[src/rtl/burst_addr_seq.sv]
module burst_addr_seq #(
  parameter int ADDR_W = 20
) (
  input  logic              clk,
  input  logic              rst_n,
  input  logic              clk_en,
  input  logic              sel,
  input  logic              adv_ld,
  input  logic              mode_ilv,
  input  logic [ADDR_W-1:0] ext_addr,
  output logic [ADDR_W-1:0] acc_addr,
  output logic              acc_valid
);

  localparam int GRP_W = ADDR_W - 2;

  logic [GRP_W-1:0] grp_q;
  logic [1:0]       start_q;
  logic [1:0]       beat_q;
  logic             valid_q;

  wire do_load = clk_en & ~adv_ld;
  wire do_step = clk_en & adv_ld & valid_q;

  always_ff @(posedge clk) begin
    if (!rst_n) begin
      grp_q   <= '0;
      start_q <= '0;
      beat_q  <= '0;
      valid_q <= 1'b0;
    end else if (do_load) begin
      valid_q <= sel;
      if (sel) begin
        grp_q   <= ext_addr[ADDR_W-1:2];
        start_q <= ext_addr[1:0];
        beat_q  <= 2'd0;
      end
    end else if (do_step) begin
      beat_q <= beat_q + 2'd1;
    end
  end

  wire [1:0] lin_low = start_q + beat_q;
  wire [1:0] ilv_low = start_q ^ beat_q;

  assign acc_addr  = {grp_q, mode_ilv ? ilv_low : lin_low};
  assign acc_valid = valid_q;

  assert_hold_R8: assert property (@(posedge clk) disable iff (!rst_n)
    !clk_en |=> $stable(acc_addr) && $stable(acc_valid));

  assert_load_R2: assert property (@(posedge clk) disable iff (!rst_n)
    clk_en && !adv_ld && sel |=> acc_valid && acc_addr == $past(ext_addr));

  assert_deselect_R7: assert property (@(posedge clk) disable iff (!rst_n)
    clk_en && !adv_ld && !sel |=> !acc_valid);

  assert_upper_fixed_R5: assert property (@(posedge clk) disable iff (!rst_n)
    clk_en && adv_ld && acc_valid |=>
      acc_valid && acc_addr[ADDR_W-1:2] == $past(acc_addr[ADDR_W-1:2]));

  assert_idle_stays_R9: assert property (@(posedge clk) disable iff (!rst_n)
    clk_en && adv_ld && !acc_valid |=> !acc_valid && $stable(acc_addr));

  assert_linear_step_R3: assert property (@(posedge clk) disable iff (!rst_n)
    clk_en && adv_ld && acc_valid && !mode_ilv && $stable(mode_ilv) |=>
      (mode_ilv || acc_addr[1:0] == $past(acc_addr[1:0]) + 2'd1));

endmodule

[config.mk]
export PLATFORM = sky130hd
export DESIGN_NAME = burst_addr_seq
export DESIGN_NICKNAME = d
export VERILOG_FILES = /design/src/rtl/burst_addr_seq.sv
export SDC_FILE = /design/constraint.sdc
export NUM_CORES = 1
export LEC_CHECK = 0
export ABC_AREA = 0
export BUFFER_PORTS_ARGS = -buffer_cell sky130_fd_sc_hd__buf_2
export CAP_MARGIN = 20
export CORE_ASPECT_RATIO = 1.5
export CORE_MARGIN = 2
export CORE_UTILIZATION = 47
export CTS_BUF_LIST = sky130_fd_sc_hd__clkbuf_4
export DETAILED_ROUTE_END_ITERATION = 8
export GPL_TIMING_DRIVEN = 0
export PLACE_DENSITY = 0.85
export REMOVE_ABC_BUFFERS = 1
export SLEW_MARGIN = 10
export SYNTH_ARGS = -nofsm -noshare
export SYNTH_HDL_FRONTEND = slang
export SYNTH_SLANG_ARGS = --single-unit
[constraint.sdc]
create_clock -name clk -period 1.3 [get_ports clk]
set_clock_uncertainty 0.05 [all_clocks]
set_input_delay 0.325 -clock clk [delete_from_list [all_inputs] [get_ports clk]]
set_output_delay 0.325 -clock clk [all_outputs]
set_load 0.01 [all_outputs]
---- Word level (Yosys, flattened, before mapping) ----
Cells that the tools add are included.
operators by class
  add/sub/neg operators ................... 2
  equal/unequal tests ..................... 1
  multiplexer cells ....................... 4
  bitwise logic cells ..................... 5
  reduce and logical (&&, ||, !) cells .... 3
operator list
  operator                                                       count
  2-bit 2-to-1 mux                                               4
  2-bit AND reduction                                            2
  1-bit bitwise AND                                              3
  2-bit by 1-bit adder with 2-bit output, second input constant  1
  2-bit adder                                                    1
  2-bit inequality test, second input constant                   1
  2-bit nonzero test                                             1
  2-bit bitwise XOR                                              1
  1-bit NOT                                                      1
word-level totals
  register bits ........................... 23
  input port bits ......................... 26
  output and inout port bits .............. 21
  word-level logic and storage cells ...... 19

---- Depth between registers and ports, before layout ----
  depth after elaboration ................. 4
  depth in mapped cells ................... 4

---- Least setup slack after synthesis ----
Ideal clock, no wire load.
  path kind ............................... flip-flop to output port
  from .................................... register beat_q[0]
  to ...................................... output acc_addr[1]
  arrival ................................. 0.843 ns
  required time ........................... 0.925 ns
  path slack .............................. 0.082 ns
  cell stages (with the launch flop) ...... 4
  buffers on the path ..................... 0
  cell sequence ........................... dfxtp_1 -> ha_1 -> nor2b_1 -> xnor2_1
on the way
  longest elaborated chain between the ends .. 2
RTL lines
  element                 line  source
  start, declared         19    logic [1:0] beat_q;
  start signal, assigned  39    beat_q <= beat_q + 2'd1;
  2-bit adder             43    wire [1:0] lin_low = start_q + beat_q;
  2-bit 2-to-1 mux        46    assign acc_addr = {grp_q, mode_ilv ? ilv_low : lin_low};
  end, declared           11    output logic [ADDR_W-1:0] acc_addr,
Every way passes these cells.

---- Worst setup path in the final report ----
Ends and elaborated chain as after synthesis.

==> reports/metrics.yaml <==
outcome:
  status: "finished, violations left"
  violations_in_the_final_reports: "setup timing"
critical_path:
  crit_required_ns: 0.93
  timing.setup.critical_path_class: "flop to output port"
  cp_data_arrival_time_ns: 1.16
  reg2reg_slack_ns: 0.16
  endpoint_kind: "output port"
  max_fanout_on_critical_path: 2
  setup.worst_path.start_class: "flop"
  reg2reg_depth: 4
power:
  power_density_mw_per_mm2: 948
  power_frac_clock_pct: 26.4
  swShare_pct: 24.4
  comb_power_share_pct: 14.2
  power.net_switching_mw: 0.304
  p_int_mw: 0.945
  p_seq_share_pct: 59.3
  power.ir.vdd_worst_mv: 0.862
  p_leak_nw: 0.549
routing:
  detailed_route_wire_length_um: 2290
  drc: 0
  vias: 916
  routed_wire_length_per_instance_um: 12.9
  first_iter_violations: 18
  antenna_left: 0
  dr.pass1.iters: 7
  via_per_inst: 5.15
cells_and_area:
  final_net_count: 184
  stdcell_area_mm2: 0.00132
  layoutNonFillerInstCount: 178
  syn2layout_area_growth_pct: 28.1
  post-route-util_pct: 64.2
  n_antenna_cell: 0
  post_route_cells_drive_above_1_share_pct: 63.5
placement:
  routabilityCongestion: 0.813
  place_area_mm2: 0.00123
  numPlacedInstances: 171
  numPortBuffers: 46
  place.detailed.hpwl_um: 1590
hold_path:
  hold_path_depth: 3
  holdCritPathClass: "input port to flop"
sta:
  rsz_0062_raised_after_global_routing: "true"
  maxSlewHeadroom_pct: 30.8
  timing.final.ws_setup_ns: -0.234
  final.min_clock_period_ns: 1.53
  hold_ws_ns: 0.197
  hold_fails_final_rpt: 0
  maxSlewViolCount: 0
  tightest_slew_ns: 1.04
  setup_viol: 2
  timing.final.crit_share_pct: 118
  timing.setup.tns_ns: -0.312
  max_freq_mhz: 652
synth:
  syn_inst: 109
  post_synthesis_sequential_element_count: 23
  yosys_warnings: 0
  yosys_most_used_dff: "sky130_fd_sc_hd__dfxtp_1"
  leading_cell_type_by_number_of_instances_after_synthesis: "sky130_fd_sc_hd__dfxtp_1"
  synth_enable_flop_cells: 0
  synthDominantAreaCellType: "sky130_fd_sc_hd__dfxtp_1"
  syn-cell-area_mm2: 0.00103
  part_of_the_yosys_area_used_for_sequential_elements_pct: 44.8
  synthArstFlopShare_pct: 0
  synth_top_cell_area_share_pct: 44.8
  netlist_top_cells_count: "23 x sky130_fd_sc_hd__dfxtp_1, 22 x sky130_fd_sc_hd__nand2_1, 20 x sky130_fd_sc_hd__a21oi_2, 20 x sky130_fd_sc_hd__nand2_2"
  synth.avg_cell_area_um2: 9.44
  synth.lib_cells_used.distinct: 19
  synth.area.top_cells: "sky130_fd_sc_hd__dfxtp_1 45%, sky130_fd_sc_hd__a21oi_2 17%, sky130_fd_sc_hd__nand2_2 12%"
clocking:
  clock_transition_at_the_registers_of_the_reported_paths_ns: 0.12
  clock_sink_count: 23
  tritoncts.num_buffers: 3
  holdBufCountCts: 0
  clock_insertion_delay_worst_skew_ns: 0.29
  tritoncts: "yes"
  htreeDepth: 1
  cts_buffer_depth: 2
  cts_root_buf: "sky130_fd_sc_hd__clkbuf_4"
flow_run:
  cap_violations: 0
global_routing:
  grt_first_pass_wirelength_um: 3920
  gr-usage-all-layers_pct: 19.4
  gr-total-overflow: 0
  grt_max_degree: 24
  grt_pass1_vias: 949
  number_of_antenna_violations_at_the_first_check_in_global_routing: 0
floorplanning:
  design.portCount: 47
  core-area_mm2: 0.00205
  floorplan.die.height_um: 61.3
  fp.dieW_um: 42.2
  floorplan.rows: 20
  die_area_mm2: 0.00259
  initial_utilization_pct: 50.1
-- registers in the layout, indices dropped and copies added, names as in the netlist --
signal,flops
grp_q,18
beat_q,2
start_q,2
acc_valid,1
-- cell families (layout without fill, tap and decap cells) --
family                     Yosys count  after routing  synth area share [%]
buffers and inverters                8             54                  6.45
AOI/OAI and AO/OA                   27             27                  20.8
DFF                                 23             23                  44.8
and+or+nand+nor                     48             49                  25.1
adders and majority gates            1              1                  1.22
xor gates and xnor gates             2              2                  1.70
-- metal layers --
layer  share of wire, %  wire length [um]  track usage (%)  vias up
met5                  0                 0                0        -
met4                1.2                27             8.93        0
met3                3.3                75             1.17        2
met2                 60              1370             39.3       24
met1                 36               827             20.4      438
li1                   -                 -                -      452
-- cell usage in the layout (no fill, tap or decap) --
cell type,synthesis,layout
sky130_fd_sc_hd__a21boi_0,1,1
sky130_fd_sc_hd__a21oi_1,2,2
sky130_fd_sc_hd__buf_6,0,1
sky130_fd_sc_hd__buf_4,0,2
sky130_fd_sc_hd__o21ai_0,3,3
sky130_fd_sc_hd__inv_1,2,2
sky130_fd_sc_hd__nor2b_4,0,1
sky130_fd_sc_hd__nand3b_1,2,3
sky130_fd_sc_hd__ha_4,0,1
sky130_fd_sc_hd__clkbuf_4,0,4
sky130_fd_sc_hd__nand4b_1,1,1
sky130_fd_sc_hd__nand2_2,20,20
sky130_fd_sc_hd__dfxtp_1,23,20
sky130_fd_sc_hd__a21oi_2,20,20
sky130_fd_sc_hd__a31oi_1,1,1
sky130_fd_sc_hd__and3b_2,1,1
sky130_fd_sc_hd__buf_2,3,45
sky130_fd_sc_hd__xnor2_1,2,1
sky130_fd_sc_hd__dfxtp_2,0,3
sky130_fd_sc_hd__and4b_1,1,1
sky130_fd_sc_hd__nand2_1,22,22
sky130_fd_sc_hd__xnor2_2,0,1
-- power by group through the flow --
stage	clock, mW	combinational, mW	sequential [mW]
floorplan	0	0.0762	0.764
global placement	0	0.162	0.754
detailed placement	0	0.167	0.756
CTS	0.350	0.178	0.740
global route	0.389	0.195	0.745
finish	0.330	0.177	0.741
-- final timing paths --
| path | from | endpoint |
|---|---|---|
| worst max-delay path | beat_q[0] | acc_addr[1] |
| worst min-delay path | ext_addr[16] | grp_q[14] |
| worst max register to register | beat_q[0] | beat_q[1] |
| worst min register to register | grp_q[15] | grp_q[15] |
-- stage by stage --
stage                     power (mW)  setup WS, ns
after floorplan                0.840        0.0549
after global placement         0.916        -0.355
after detailed placement       0.923        -0.382
after CTS                       1.27        -0.261
after global routing            1.33        -0.289
final                           1.25        -0.234
-- area by class of cell --
cell class / count / area (um2)
inverters: 2 / 7.51
well taps: 22 / 27.5
repair buffers: 48 / 251
fillers: 193 / 734
flip-flops and latches: 23 / 464
multi-input cells: 79 / 537
clock buffers: 4 / 30.0
-- worst max-delay path, cell delays in order, from the launching register on --
cell,delay (ns)
sky130_fd_sc_hd__dfxtp_2,0.36
sky130_fd_sc_hd__ha_4,0.15
sky130_fd_sc_hd__nor2b_4,0.11
sky130_fd_sc_hd__xnor2_1,0.11
sky130_fd_sc_hd__buf_2,0.14
-- repair_timing --
item | CTS | global route
pin swaps | 1 | 1
gates resized for setup | 7 | 2
setup endpoints to repair | 22 | 3
buffers inserted | 2 | 0
endpoints found under the hold margin | 0 | 0
cloned | 1 | 0
Power figures use the tool's default switching activity.
